`src/rtl/duty_sched_pkg.sv`:
```
// Package: shared types for the duty-cycle level scheduler.
// Assumes nothing beyond IEEE 1800-2017.
package duty_sched_pkg;

    // Sequencer phase: idle, holding the first level, holding the second level
    typedef enum logic [1:0] {
        PH_IDLE   = 2'd0,
        PH_FIRST  = 2'd1,
        PH_SECOND = 2'd2
    } sched_phase_e;

endpackage

```
`src/rtl/level_split.sv`:
```
// level_split: splits a fixed-point reference into floor level, ceil level
// and fractional part. References at or above the top level clamp to the top
// level with zero fraction. Purely combinational.
// Assumes NUM_LEVELS >= 2 and LVL_W wide enough to hold NUM_LEVELS-1.
module level_split #(
    parameter int NUM_LEVELS = 9,
    parameter int LVL_W      = 4,
    parameter int FRAC_W     = 6,
    localparam int REF_W     = LVL_W + FRAC_W
) (
    input  logic [REF_W-1:0]  ref_in,
    output logic [LVL_W-1:0]  lvl_lo,
    output logic [LVL_W-1:0]  lvl_hi,
    output logic [FRAC_W-1:0] frac
);

    localparam logic [LVL_W-1:0] TOP_LVL = LVL_W'(NUM_LEVELS - 1);

    logic [LVL_W-1:0]  whole;
    logic [FRAC_W-1:0] part;

    assign whole = ref_in[REF_W-1:FRAC_W];
    assign part  = ref_in[FRAC_W-1:0];

    // Clamp at the top level, otherwise floor plus one step if a fraction remains
    always_comb begin
        if (whole >= TOP_LVL) begin
            lvl_lo = TOP_LVL;
            lvl_hi = TOP_LVL;
            frac   = '0;
        end else begin
            lvl_lo = whole;
            frac   = part;
            lvl_hi = (part != '0) ? whole + 1'b1 : whole;
        end
    end

endmodule

```
`src/rtl/commute_calc.sv`:
```
// commute_calc: from the fraction, period length and slope sign, works out
// which level comes first, which comes second, and how many ticks the first
// one lasts. The upper-level tick count is frac*period truncated.
// Assumes period_in >= 1 when the result is used.
module commute_calc #(
    parameter int LVL_W  = 4,
    parameter int FRAC_W = 6,
    parameter int TICK_W = 8,
    localparam int REF_W  = LVL_W + FRAC_W,
    localparam int PROD_W = FRAC_W + TICK_W
) (
    input  logic [REF_W-1:0]  ref_in,
    input  logic [REF_W-1:0]  prev_in,
    input  logic [LVL_W-1:0]  lvl_lo,
    input  logic [LVL_W-1:0]  lvl_hi,
    input  logic [FRAC_W-1:0] frac,
    input  logic [TICK_W-1:0] period_in,
    output logic [LVL_W-1:0]  lvl_first,
    output logic [LVL_W-1:0]  lvl_second,
    output logic [TICK_W-1:0] first_ticks
);

    logic [PROD_W-1:0] prod;
    logic [TICK_W-1:0] hi_ticks;
    logic              rising;

    assign prod     = PROD_W'(frac) * PROD_W'(period_in);
    assign hi_ticks = prod[PROD_W-1:FRAC_W];
    assign rising   = (ref_in > prev_in);

    // Rising: lower level leads; otherwise the upper level leads
    always_comb begin
        if (rising) begin
            lvl_first   = lvl_lo;
            lvl_second  = lvl_hi;
            first_ticks = period_in - hi_ticks;
        end else begin
            lvl_first   = lvl_hi;
            lvl_second  = lvl_lo;
            first_ticks = hi_ticks;
        end
    end

endmodule

```
`src/rtl/period_seq.sv`:
```
// period_seq: runs one modulation period. Counts ticks, swaps from the first
// to the second level after first_ticks cycles, flags the last tick and
// accepts a new period only while idle or on that last tick.
// Assumes first_ticks <= period_in.
module period_seq #(
    parameter int LVL_W  = 4,
    parameter int TICK_W = 8
) (
    input  logic              clk,
    input  logic              rst_n,
    input  logic              start,
    input  logic [TICK_W-1:0] period_in,
    input  logic [LVL_W-1:0]  lvl_first,
    input  logic [LVL_W-1:0]  lvl_second,
    input  logic [TICK_W-1:0] first_ticks,
    output logic [LVL_W-1:0]  level_q,
    output logic              last_tick,
    output logic              running
);
    import duty_sched_pkg::*;

    sched_phase_e      phase_q;
    logic [TICK_W-1:0] cnt_q;
    logic [TICK_W-1:0] per_q;
    logic [TICK_W-1:0] swap_q;
    logic [LVL_W-1:0]  second_q;
    logic              accept;

    // Last tick of a running period and the strobe acceptance window
    assign running   = (phase_q != PH_IDLE);
    assign last_tick = running && (cnt_q == per_q - 1'b1);
    assign accept    = start && (period_in != '0) && (!running || last_tick);

    // Phase, tick counter and level register
    always_ff @(posedge clk) begin
        if (!rst_n) begin
            phase_q  <= PH_IDLE;
            cnt_q    <= '0;
            per_q    <= '0;
            swap_q   <= '0;
            second_q <= '0;
            level_q  <= '0;
        end else if (accept) begin
            cnt_q    <= '0;
            per_q    <= period_in;
            swap_q   <= first_ticks;
            second_q <= lvl_second;
            if (first_ticks == '0) begin
                phase_q <= PH_SECOND;
                level_q <= lvl_second;
            end else begin
                phase_q <= PH_FIRST;
                level_q <= lvl_first;
            end
        end else if (last_tick) begin
            phase_q <= PH_IDLE;
        end else if (running) begin
            cnt_q <= cnt_q + 1'b1;
            if (phase_q == PH_FIRST && (cnt_q + 1'b1) == swap_q) begin
                phase_q <= PH_SECOND;
                level_q <= second_q;
            end
        end
    end

endmodule

```
`src/rtl/duty_level_sched.sv`:
```
// duty_level_sched: top of the slope-justified duty-cycle scheduler. Splits
// the reference into neighbouring levels, orders them by slope sign and
// times them over a period of period_ticks cycles.
// Assumes inputs are held stable in the cycle the strobe is high.
module duty_level_sched #(
    parameter int NUM_LEVELS = 81,
    parameter int FRAC_W     = 8,
    parameter int TICK_W     = 16,
    localparam int LVL_W     = $clog2(NUM_LEVELS),
    localparam int REF_W     = LVL_W + FRAC_W
) (
    input  logic              clk,
    input  logic              rst_n,
    input  logic              start,
    input  logic [REF_W-1:0]  ref_sample,
    input  logic [REF_W-1:0]  prev_sample,
    input  logic [TICK_W-1:0] period_ticks,
    output logic [LVL_W-1:0]  level_idx,
    output logic              period_done
);

    logic [LVL_W-1:0]  lo_w, hi_w, first_w, second_w;
    logic [FRAC_W-1:0] frac_w;
    logic [TICK_W-1:0] first_ticks_w;
    logic              running_w;

    level_split #(.NUM_LEVELS(NUM_LEVELS), .LVL_W(LVL_W), .FRAC_W(FRAC_W)) u_split (
        .ref_in (ref_sample),
        .lvl_lo (lo_w),
        .lvl_hi (hi_w),
        .frac   (frac_w)
    );

    commute_calc #(.LVL_W(LVL_W), .FRAC_W(FRAC_W), .TICK_W(TICK_W)) u_calc (
        .ref_in      (ref_sample),
        .prev_in     (prev_sample),
        .lvl_lo      (lo_w),
        .lvl_hi      (hi_w),
        .frac        (frac_w),
        .period_in   (period_ticks),
        .lvl_first   (first_w),
        .lvl_second  (second_w),
        .first_ticks (first_ticks_w)
    );

    period_seq #(.LVL_W(LVL_W), .TICK_W(TICK_W)) u_seq (
        .clk         (clk),
        .rst_n       (rst_n),
        .start       (start),
        .period_in   (period_ticks),
        .lvl_first   (first_w),
        .lvl_second  (second_w),
        .first_ticks (first_ticks_w),
        .level_q     (level_idx),
        .last_tick   (period_done),
        .running     (running_w)
    );

endmodule

```
`config.mk`:
```
export PLATFORM = sky130hd
export DESIGN_NAME = duty_level_sched
export DESIGN_NICKNAME = d
export VERILOG_FILES = /design/src/rtl/duty_sched_pkg.sv /design/src/rtl/level_split.sv /design/src/rtl/commute_calc.sv /design/src/rtl/period_seq.sv /design/src/rtl/duty_level_sched.sv
export SDC_FILE = /design/constraint.sdc
export NUM_CORES = 1
export LEC_CHECK = 0
export BUFFER_PORTS_ARGS = -buffer_cell sky130_fd_sc_hd__buf_2
export CORE_ASPECT_RATIO = 1.2
export CORE_MARGIN = 8
export CORE_UTILIZATION = 45
export DETAILED_ROUTE_END_ITERATION = 7
export PLACE_DENSITY = 0.74
export REMOVE_ABC_BUFFERS = 1
export SYNTH_ARGS = -nofsm -noshare
export SYNTH_HDL_FRONTEND = slang
export SYNTH_SLANG_ARGS = --single-unit
```
`constraint.sdc`:
```
create_clock -name clk -period 10.9 [get_ports clk]
set_input_delay 1.09 -clock clk [delete_from_list [all_inputs] [get_ports clk]]
set_output_delay 1.09 -clock clk [all_outputs]
set_load 0.01 [all_outputs]
```
==> Word-level counts from Yosys, hierarchy flattened <==
Cells that the tools add are included.
Widths: inputs -> output; s select.
{ "word_totals": {"reg_bits": 64, "latchBits": 0, "ramBits": 0, "rom_bits": 0, "in_bits": 49, "output_inout_bits": 8, "word_cells": 54, "mem_count": 0} }
{ "classes": {"addsub": 4, "n_mul": 1, "div": 0, "n_lt_le_gt_ge": 2, "eq_ne": 4, "shifts": 0, "mux": 17, "bitwise": 2, "n_reduce_logical": 18} }
{ "op_table": {"columns": ["op", "n"], "rows": [
  ["$mux 7", 10],
  ["$eq 16x16->1", 2],
  ["$mul 8x16->24", 1],
  ["$add 16x1->16 const B", 1],
  ["$logic_not 16->1", 1],
  ["$mux 16", 1],
  ["$reduce_bool 16->1", 1],
  ["$sub 16x1->16 const B", 1],
  ["$sub 16x16->16", 1],
  ["$gt 15x15->1", 1],
  ["$mux 2", 5],
  ["$mux 8", 1],
  ["$reduce_bool 8->1", 1],
  ["$add 7x1->7 const B", 1],
  ["$ge 7x7->1 const B", 1],
  ["$reduce_bool 2->1", 3],
  ["$reduce_bool 3->1", 2],
  ["$logic_and 1x1->1", 4],
  ["$reduce_and 2->1", 2],
  ["$reduce_and 3->1", 1],
  ["$eq 2x1->1 const B", 1],
  ["$ne 2x2->1 const B", 1],
  ["$not 1->1", 2],
  ["$reduce_or 2->1", 1],
  ["other kinds (2)", 2]
]} }

==> Longest topological paths before layout <==
Gate-level depths: netlist of run 1.
{ "depth": {"word_depth": 8, "ltp_mapped": 38} }

==> Hierarchy <==
From an unflattened synthesis of run 1, not the netlist that was laid out.
{ "unflattened": {"hier_cells": 1227, "area_unflattened_um2": 9943.3} }
{ "by_module_without_submodules": {"columns": ["module", "n_inst", "cells_per_inst", "area_each_um2"], "rows": [
  ["commute_calc", 1, 672, 5606.6],
  ["period_seq", 1, 505, 3988.8],
  ["level_split", 1, 50, 347.8]
]} }

==> Worst setup path before layout of run 1 <==
No wires, ideal clock.
{ "synth_timing": {"kind": "input-to-reg", "startpoint": "in ref_sample[12]", "endpoint": "reg u_seq.level_q[3]", "arrival_time_ns": 8.979, "slack_ns": 1.785, "stages": 34, "cell_sequence": "o21ai_0 > clkbuf_1 > clkbuf_1 > clkbuf_1 > nand3_1 > fa_1 > fa_1 > inv_1 > fa_1 > inv_1 > fa_1 > inv_1 > ha_1 > a21oi_1 > o21ai_0 > a21oi_2 > xor2_1 > ha_1 > nor2b_1 > o31a_1 > o31a_1 > o21ai_0 > mux2i_1 > o2111ai_1 > a31oi_1 > o32ai_2 > and4_1 > nor3_1 > and4bb_1 > and3_1 > buf_6 > mux2_1 > o31ai_1 > a31oi_1"} }
{ "synth_between": {"elab_chain_len": 8} }
{ "synth_rtl": {"columns": ["element", "line", "rtl"], "rows": [
  ["from (decl)", "duty_level_sched.sv:15", "input logic [REF_W-1:0] ref_sample,"],
  ["$ge 7x7->1", "level_split.sv:27", "if (whole >= TOP_LVL) begin"],
  ["$mux 8", "level_split.sv:27", null],
  ["$mul 8x16->24", "commute_calc.sv:27", "assign prod = PROD_W'(frac) * PROD_W'(period_in);"],
  ["$sub 16x16->16", "commute_calc.sv:36", "first_ticks = period_in - hi_ticks;"],
  ["$mux 16", "commute_calc.sv:33", "if (rising) begin"],
  ["$logic_not 16->1", "period_seq.sv:48", "if (first_ticks == '0) begin"],
  ["$mux 7 (*)", "period_seq.sv:48", null],
  ["$mux 7 (*)", "period_seq.sv:43", "end else if (accept) begin"],
  ["to (signal assigned)", "period_seq.sv:50", "level_q <= lvl_second;"],
  ["to (signal assigned)", "period_seq.sv:53", "level_q <= lvl_first;"],
  ["to (signal assigned)", "period_seq.sv:61", "level_q <= second_q;"],
  ["to (decl)", "period_seq.sv:16", "output logic [LVL_W-1:0] level_q,"]
]} }
Every way passes the cells marked *; elsewhere a longest branch is shown, timed or not.
A chain may end at the register's enable or synchronous reset.

==> Final worst setup path of run 1 <==
Same ends and word-level chain as after synthesis.

==> flow_summary.json, run 1 <==
{
  "netlist_instances": 1197,
  "cp-end-kind": "flop",
  "drc": 0,
  "fin_nets": 1406,
  "grt_usage": 0.189,
  "wl_um": 24300,
  "clock-root-buffer": "clkbuf_16",
  "layout-drive-gt1-share": 0.0877,
  "final.setup_skew_ns": 0.00609,
  "synth_area_um2": 9420,
  "critPathRequiredTime_ns": 11.12,
  "cts_resized": 0,
  "io_buffers": 56,
  "clk_pin_slew_ns": 0.05,
  "min-delay-start": "u_seq.level_q[6]$_SDFFE_PN0P_",
  "rr_endpoint": "u_seq.level_q[1]$_SDFFE_PN0P_",
  "power_uw": 2120,
  "timing.final.ws_setup_ns": 1.08,
  "grt_pass1_wl_um": 40400,
  "seqPwrFrac": 0.138,
  "fin_crit_ns": 9.82,
  "synth_edf_count": 0,
  "p_per_area_nw_per_um2": 209,
  "antenna_found_initial": 0,
  "post-cts-setup-buffers": 0,
  "regToRegSetupSlack_ns": 6.31,
  "hold_violations": 0,
  "die_w_um": 148,
  "vias": 8338,
  "grt_overflow_total": 0,
  "ys_async_sr_fraction": 0,
  "h-tree-depth": 3,
  "finalSetupViolations": 0,
  "start_kind": "input pin",
  "finalMaxSlewViolations": 0,
  "cts_sinks": 64,
  "ys.flop_type": "dfxtp_1",
  "drt_first_pass_iters": 7,
  "die_area_um2": 25800,
  "seq_area_frac_synth": 0.136,
  "cts_buffers": 9,
  "critPathKind": "input pin to flop",
  "crit_fanout": 38,
  "timing.fmax_mhz": 102,
  "clk_path_buf_depth": 2,
  "whs_path_depth": 2,
  "intPower_uw": 1070,
  "dieHeight_um": 175,
  "power.share.clock": 0.129,
  "cpMostUsedCell": "fa_1",
  "synth-seq-cells": 64,
  "antennaDiodeCount": 0,
  "ys_types": 76,
  "r2r-start": "u_seq.per_q[2]$_SDFFE_PN0P_",
  "worst_slew_pin_slew_ns": 0.980,
  "critPathMaxStageDelay_ns": 0.67,
  "core_um2": 20800,
  "cap_violations": 0,
  "syn_area_per_cell_um2": 7.87,
  "cts_tree": "yes",
  "min_to": "u_seq.level_q[6]$_SDFFE_PN0P_",
  "status": "finished clean",
  "crit_arrival_ns": 10.04,
  "leakage_uw": 0.00483,
  "slew-limit-headroom": 0.346,
  "power_switching_uw": 1050,
  "fin_crit_sh": 0.901,
  "critPathTopFamily": "compound AO/OA/AOI/OAI gates",
  "io_pins": 57,
  "r2r_cells": 17,
  "insertion_delay_ns": 0.34,
  "hold_class": "flop to flop",
  "place_ws_ns": 0.833,
  "gp_congestion": 0.898,
  "rows": 58,
  "dp_hpwl_um": 18800,
  "vias_per_cell": 5.64,
  "tns_ns": 0,
  "critPathBufInv": 5,
  "cp_slowest_cell": "o21ai_4",
  "rsz0062_at_grt": "false",
  "yosysWarnings": 0,
  "drtAntennaViolNets": 0,
  "p_sw_frac": 0.496,
  "start_util": 0.454,
  "dr.first_iter.drc_count": 572,
  "area_growth_pct": 7.69,
  "cts_hold_buf": 0,
  "combPwrFrac": 0.733,
  "wl_per_cell_um": 16.4,
  "grt_start_max_net_pins": 47,
  "grt_pass1_vias": 8341,
  "ir_worst_vdd_mv": 0.116
}
-- kinds of logic (layout without fill, tap and decap cells) --
kind of cell | count (synthesis) | after routing | synth area share
AO/OA/AOI/OAI | 212 | 212 | 0.159
XOR/XNOR | 102 | 102 | 0.0948
adder cells (fa/ha/maj) | 157 | 157 | 0.274
buffers and inverters | 200 | 212 | 0.0806
flip-flops | 64 | 64 | 0.136
multiplexers | 14 | 14 | 0.0153
AND/OR/NAND/NOR | 448 | 448 | 0.240
-- metal layers --
layer	up-vias	GRT usage	share of wire
li1	4067	-	-
met1	3997	0.231	0.43
met2	230	0.331	0.50
met3	44	0.0211	0.046
met4	0	0.0702	0.025
met5	-	0	0
-- layout make-up --
class                           count  area (µm²)
Fill cell                        2046       10600
Multi-Input combinational cell    933        7400
Sequential cell                    64        1280
Inverter                          134         503
Tap cell                          270         338
Timing Repair Buffer               62         325
Clock buffer                       11         253
Clock inverter                      5        41.3
-- cell usage in the layout, fill, tap and decap left out, types with 6 or more instances in the layout --
cell type / Yosys / final
buf_4: 0 / 6
a31oi_1: 9 / 9
nor4_1: 11 / 11
inv_1: 133 / 133
ha_1: 69 / 69
nor3_1: 17 / 17
nand4_1: 13 / 13
o211ai_1: 9 / 9
a21o_1: 7 / 7
fa_1: 84 / 84
mux2i_1: 11 / 11
xnor2_1: 54 / 54
a21boi_0: 12 / 12
o21a_1: 13 / 13
and3_1: 98 / 98
nand2b_1: 9 / 9
and2_1: 17 / 17
nand2_1: 147 / 147
xor2_1: 48 / 48
dfxtp_1: 64 / 64
o211a_1: 6 / 6
clkbuf_16: 0 / 9
o21ai_0: 34 / 33
o21bai_1: 6 / 6
a211oi_1: 13 / 12
nor2_1: 66 / 65
nand3_1: 36 / 36
a21oi_1: 55 / 55
buf_2: 1 / 56
-- flip-flops by register name, summed over array words and instances (netlist names) --
signal	flops
u_seq.swap_q	16
u_seq.per_q	16
u_seq.cnt_q	16
u_seq.second_q	7
u_seq.phase_q	2
u_seq.level_q	7
-- worst register-to-register path, delay by kind of cell, from the launching register on --
kind | cells | cell delay, ns
simple gates | 7 | 1.59
compound gates | 6 | 1.38
buf+inv | 2 | 0.63
flops | 1 | 0.38
xor+xnor | 1 | 0.15
mux | 1 | 0.36
-- through the flow --
step | hold slack (ns) | instance area [µm²] | cells | util
after floorplan | 0.444 | 9170 | 1131 | -
after global placement | 0.458 | 9850 | 1463 | 0.475
after detailed placement | 0.459 | 9850 | 1463 | 0.475
after CTS | 0.470 | 10100 | 1479 | 0.489
after global routing | 0.486 | 10100 | 1479 | 0.489
final | 0.464 | 10100 | 1479 | 0.489
-- how the worst max path moves through the flow --
| stage | end | startpoint | depth (start not counted) | slack, ns |
|---|---|---|---|---|
| final | u_seq.level_q[3]$_SDFFE_PN0P_ | ref_sample[12] | 33 | 1.08 |
| after global routing | u_seq.level_q[3]$_SDFFE_PN0P_ | ref_sample[12] | 33 | 0.37 |
| after CTS | u_seq.level_q[3]$_SDFFE_PN0P_ | ref_sample[12] | 31 | 1.18 |
| after detailed placement | u_seq.level_q[3]$_SDFFE_PN0P_ | ref_sample[12] | 31 | 0.83 |
| after global placement | u_seq.level_q[3]$_SDFFE_PN0P_ | ref_sample[12] | 31 | 0.97 |
| after floorplan | u_seq.level_q[3]$_SDFFE_PN0P_ | ref_sample[12] | 30 | -1.46 |
-- power groups by stage --
stage	clock network, µW	logic (µW)	registers, µW
floorplan	0	1230	290
global placement	0	1510	296
detailed placement	0	1540	297
CTS	279	1550	293
global route	288	1750	296
finish	274	1560	293
-- synth_stat cells, types with 11 or more instances --
| cell | count | area share |
|---|---|---|
| a21boi_0 | 12 | 0.0096 |
| nand4_1 | 13 | 0.0086 |
| nor3_1 | 17 | 0.0090 |
| a21oi_1 | 55 | 0.029 |
| nand2_1 | 147 | 0.059 |
| ha_1 | 69 | 0.092 |
| clkbuf_1 | 61 | 0.024 |
| dfxtp_1 | 64 | 0.14 |
| mux2i_1 | 11 | 0.012 |
| fa_1 | 84 | 0.18 |
| o21a_1 | 13 | 0.010 |
| and2_1 | 17 | 0.011 |
| inv_1 | 133 | 0.053 |
| nor4_1 | 11 | 0.0073 |
| xnor2_1 | 54 | 0.050 |
| o21ai_0 | 34 | 0.018 |
| and3_1 | 98 | 0.065 |
| nand3_1 | 36 | 0.019 |
| a211oi_1 | 13 | 0.010 |
| nor2_1 | 66 | 0.026 |
| xor2_1 | 48 | 0.045 |
Power figures use the tool's default switching activity.
==> run 2, diff against run 1 <==
- BUFFER_PORTS_ARGS: -buffer_cell sky130_fd_sc_hd__buf_2 -> unset
- CORE_MARGIN: 8 -> unset
- DONT_BUFFER_PORTS: unset -> 1
- PLACE_DENSITY: 0.74 -> 0.72
==> run 2 against run 1 <==
Critical path depth fell by 2. Non-clock buffer count fell by 56. Via count down 2.1%. Sequential cell count unchanged. Combinational power is 3% lower. Worst hold slack improved by 0.014 ns. Final area down 2.4%. Global-route usage grew 4.5 points.
==> flow_summary.json, run 2 (synthesis gave the netlist of run 1 again) <==
{
  "io_buffers": 0,
  "fin_crit_ns": 9.80,
  "cts_hold_buf": 0,
  "combPwrFrac": 0.711,
  "antenna_found_initial": 0,
  "rsz0062_at_grt": "false",
  "drtAntennaViolNets": 0,
  "cap_violations": 0,
  "dr.first_iter.drc_count": 530,
  "start_kind": "input pin",
  "io_pins": 57,
  "h-tree-depth": 3,
  "intPower_uw": 1120,
  "grt_pass1_vias": 8235,
  "power.share.clock": 0.151,
  "rr_endpoint": "u_seq.level_q[1]$_SDFFE_PN0P_",
  "grt_overflow_total": 0,
  "rows": 57,
  "layout-drive-gt1-share": 0.0425,
  "crit_fanout": 48,
  "timing.fmax_mhz": 102,
  "wl_um": 24100,
  "p_per_area_nw_per_um2": 216,
  "drc": 0,
  "slew-limit-headroom": 0.354,
  "whs_path_depth": 2,
  "antennaDiodeCount": 0,
  "vias_per_cell": 5.76,
  "r2r_cells": 17,
  "seqPwrFrac": 0.138,
  "cts_resized": 0,
  "grt_usage": 0.234,
  "worst_slew_pin_slew_ns": 0.970,
  "clock-root-buffer": "clkbuf_16",
  "cts_sinks": 64,
  "cpMostUsedCell": "fa_1",
  "cts_buffers": 9,
  "regToRegSetupSlack_ns": 6.08,
  "grt_start_max_net_pins": 49,
  "hold_violations": 0,
  "min_to": "u_seq.swap_q[7]$_SDFFE_PN0P_",
  "finalMaxSlewViolations": 0,
  "fin_nets": 1350,
  "status": "finished clean",
  "hold-worst-slack_ns": 0.478,
  "drt_first_pass_iters": 5,
  "critPathMaxStageDelay_ns": 0.73,
  "critPathRequiredTime_ns": 11.11,
  "crit_arrival_ns": 10.01,
  "clk_pin_slew_ns": 0.05,
  "p_sw_frac": 0.479,
  "hold_class": "flop to flop",
  "critPathKind": "input pin to flop",
  "cp_slowest_cell": "o21ai_4",
  "start_util": 0.462,
  "cp-end-kind": "flop",
  "die_area_um2": 21500,
  "post-cts-setup-buffers": 0,
  "finalSetupViolations": 0,
  "grt_pass1_wl_um": 40800,
  "dp_hpwl_um": 18500,
  "insertion_delay_ns": 0.33,
  "place_ws_ns": 0.779,
  "vias": 8161,
  "min-delay-start": "u_seq.swap_q[7]$_SDFFE_PN0P_",
  "dp.cells": 1402,
  "gp_congestion": 0.857,
  "power_switching_uw": 1030,
  "tns_ns": 0,
  "core_um2": 20400,
  "clk_path_buf_depth": 2,
  "final_cell_mix": "nand2_1 (147), inv_1 (133), and3_1 (98), fa_1 (84), ha_1 (69)",
  "final_common_cell": "nand2_1",
  "final-instance-count-excl-fill": 1417,
  "leakage_uw": 0.00463,
  "r2r-start": "u_seq.per_q[2]$_SDFFE_PN0P_",
  "dieHeight_um": 161,
  "timing.final.ws_setup_ns": 1.10,
  "die_w_um": 134,
  "wl_per_cell_um": 17.0,
  "cts_tree": "yes",
  "area_growth_pct": 5.07,
  "fin_crit_sh": 0.899,
  "ir_worst_vdd_mv": 0.122,
  "final.setup_skew_ns": 0.00633,
  "largest_registers": "u_seq.cnt_q x16, u_seq.per_q x16, u_seq.swap_q x16"
}
## run 2: routing by layer
layer	wire [µm]	global-route usage
met1	10600	0.303
met2	11900	0.401
met3	1090	0.0278
met4	499	0.0761
met5	0	0
## run 2: power groups by stage
stage / clock network [µW] / registers, µW / logic [µW]
final: 324 / 295 / 1520
after global routing: 340 / 299 / 1720
after CTS: 329 / 295 / 1520
after detailed placement: 0 / 299 / 1500
after global placement: 0 / 299 / 1480
after floorplan: 0 / 290 / 1230
## run 2: per-stage QoR
| stage | util | cell area, µm² | power, µW |
|---|---|---|---|
| after floorplan | - | 9170 | 1520 |
| after global placement | 0.469 | 9570 | 1770 |
| after detailed placement | 0.469 | 9570 | 1800 |
| after CTS | 0.485 | 9900 | 2140 |
| after global routing | 0.485 | 9900 | 2350 |
| final | 0.485 | 9900 | 2140 |
## run 2: how the worst max path moves through the flow
stage          cells past startpoint      startpoint                             to  slack [ns]
6_report                          31  ref_sample[12]  u_seq.level_q[3]$_SDFFE_PN0P_        1.10
5_1_grt                           33  ref_sample[12]  u_seq.level_q[3]$_SDFFE_PN0P_        0.40
4_1_cts                           31  ref_sample[12]  u_seq.level_q[3]$_SDFFE_PN0P_        1.12
3_5_place_dp                      31  ref_sample[12]  u_seq.level_q[3]$_SDFFE_PN0P_        0.78
3_3_place_gp                      31  ref_sample[12]  u_seq.level_q[3]$_SDFFE_PN0P_        1.02
2_1_floorplan                     30  ref_sample[12]  u_seq.level_q[3]$_SDFFE_PN0P_       -1.46
## run 2: area by class of cell
type,count,area [µm²]
Clock buffer,9,225
Clock inverter,6,109
Fill cell,2021,10500
Inverter,134,503
Multi-Input combinational cell,933,7400
Sequential cell,64,1280
Tap cell,265,332
Timing Repair Buffer,6,45.0
## run 2: critical path, delay by kind of cell
family          cells  cell delay [ns]
fa+ha+maj           6             2.64
buf+inv             3             0.19
xor+xnor            2             0.73
mux                 2             0.49
compound gates     12             3.52
simple gates        6             1.31
==> run 3, diff against run 2 <==
- clock period: 10.9 -> 9.59 ns (I/O delays scaled with it)
==> run 3 against run 2 <==
Sequential share of layout area is essentially flat. Critical endpoint is now u_seq.level_q[1]$_SDFFE_PN0P_. Clock power is 6% higher. Clock skew hardly changed.
==> flow_summary.json, run 3 (synthesis gave the netlist of run 1 again) <==
{
  "finalSetupViolations": 0,
  "crit_arrival_ns": 9.20,
  "p_per_area_nw_per_um2": 242,
  "h-tree-depth": 3,
  "grt_pass1_vias": 7948,
  "gp_congestion": 0.923,
  "fin_area_um2": 9910,
  "io_pins": 57,
  "timing.final.ws_setup_ns": 0.616,
  "clk_path_buf_depth": 2,
  "final_common_cell": "nand2_1",
  "startpoint": "ref_sample[12]",
  "vias": 8041,
  "cap_violations": 0,
  "grt_start_max_net_pins": 47,
  "io_buffers": 0,
  "fin_nets": 1353,
  "worst_slew_pin_slew_ns": 0.990,
  "cp_slowest_cell": "fa_1",
  "min-delay-start": "u_seq.per_q[8]$_SDFFE_PN0P_",
  "cts_buffers": 9,
  "grt_overflow_total": 0,
  "rsz0062_at_grt": "false",
  "final.setup_skew_ns": 0.00593,
  "rr_endpoint": "u_seq.level_q[1]$_SDFFE_PN0P_",
  "post-cts-setup-buffers": 0,
  "hold_violations": 0,
  "final_cell_mix": "nand2_1 (147), inv_1 (133), and3_1 (98), fa_1 (84), ha_1 (69)",
  "place_ws_ns": 0.223,
  "wl_per_cell_um": 16.5,
  "critPathRequiredTime_ns": 9.81,
  "timing.fmax_mhz": 111,
  "cts_sinks": 64,
  "vias_per_cell": 5.66,
  "die_w_um": 134,
  "rows": 57,
  "r2r_cells": 16,
  "critPathMaxStageDelay_ns": 0.52,
  "wl_um": 23400,
  "start_kind": "input pin",
  "fin_crit_ns": 8.97,
  "fin_util": 0.486,
  "drc": 0,
  "status": "finished clean",
  "finalMaxSlewViolations": 0,
  "final-instance-count-excl-fill": 1420,
  "grt_pass1_wl_um": 38900,
  "cts_hold_buf": 0,
  "critPathKind": "input pin to flop",
  "hold_class": "flop to flop",
  "cp-end-kind": "flop",
  "clock-root-buffer": "clkbuf_16",
  "fin_crit_sh": 0.936,
  "drtAntennaViolNets": 0,
  "core_um2": 20400,
  "leakage_uw": 0.00462,
  "crit_fanout": 43,
  "cpMostUsedCell": "fa_1",
  "dpl-instance-area_um2": 9590,
  "tns_ns": 0,
  "whs_path_depth": 2,
  "dieHeight_um": 161,
  "min_to": "u_seq.per_q[8]$_SDFFE_PN0P_",
  "area_growth_pct": 5.14,
  "dr.first_iter.drc_count": 442,
  "antenna_found_initial": 0,
  "clk_pin_slew_ns": 0.06,
  "insertion_delay_ns": 0.33,
  "drt_first_pass_iters": 5,
  "regToRegSetupSlack_ns": 4.28,
  "dp_hpwl_um": 18100,
  "cts_tree": "yes",
  "grt_usage": 0.224,
  "layout-drive-gt1-share": 0.0450,
  "ir_worst_vdd_mv": 0.156,
  "dp.cells": 1405,
  "die_area_um2": 21500,
  "start_util": 0.462,
  "largest_registers": "u_seq.cnt_q x16, u_seq.per_q x16, u_seq.swap_q x16",
  "slew-limit-headroom": 0.340,
  "antennaDiodeCount": 0,
  "r2r-start": "u_seq.per_q[2]$_SDFFE_PN0P_"
}
-- run 3: cell count changes in the layout (fill, tap and decap cells not counted), sizes merged --
cell      delta
bufinv       -1
inv          +1
buf          +3
clkinv       -2
clkinvlp     +1
clkbuf       +1
-- run 3: per-layer routing --
| metal | track usage | vias up | share of wire |
|---|---|---|---|
| li1 | - | 3969 | - |
| met1 | 0.282 | 3862 | 0.44 |
| met2 | 0.394 | 176 | 0.49 |
| met3 | 0.0224 | 34 | 0.036 |
| met4 | 0.0812 | 0 | 0.026 |
| met5 | 0 | - | 0 |
-- run 3: cell type report --
type                            count  area [µm²]
Multi-Input combinational cell    933        7410
Timing Repair Buffer                9        71.3
Inverter                          134         503
Sequential cell                    64        1280
Clock inverter                      5        81.3
Clock buffer                       10         229
Tap cell                          265         332
Fill cell                        2000       10500
-- run 3: worst max-delay path: cells and delay by family --
kind,cells,cell delay [ns]
xor+xnor,2,0.40
simple gates,6,1.06
fa+ha+maj,7,2.69
buf+inv,6,0.71
compound gates,13,2.80
mux,2,0.52
-- run 3: report_power, final --
group | internal, µW | total [µW] | leakage [µW] | switching, µW
sequential | 301 | 335 | 0.000524 | 33.9
combinational | 722 | 1720 | 0.00395 | 1000
clock | 226 | 342 | 0.000149 | 116
total | 1250 | 2400 | 0.00462 | 1150
-- run 3: per-stage QoR --
| stage | power [µW] | hold slack (ns) |
|---|---|---|
| global route | 2640 | 0.506 |
| floorplan | 1730 | 0.444 |
| global placement | 2020 | 0.464 |
| detailed placement | 2050 | 0.472 |
| CTS | 2400 | 0.478 |
| finish | 2400 | 0.477 |
-- run 3: timing repair --
action                                  4_1_cts  5_1_grt
endpoints found under the setup margin        0        7
resized for setup                             0        2
endpoints found under the hold margin         0        0
-- run 3: worst max path at each step --
stage,end,slack (ns),depth (start not counted)
floorplan,u_seq.level_q[3]$_SDFFE_PN0P_,-2.64,30
global placement,u_seq.level_q[1]$_SDFFE_PN0P_,0.39,35
detailed placement,u_seq.level_q[1]$_SDFFE_PN0P_,0.22,35
CTS,u_seq.level_q[1]$_SDFFE_PN0P_,0.56,35
global route,u_seq.level_q[1]$_SDFFE_PN0P_,0.03,35
finish,u_seq.level_q[1]$_SDFFE_PN0P_,0.62,36
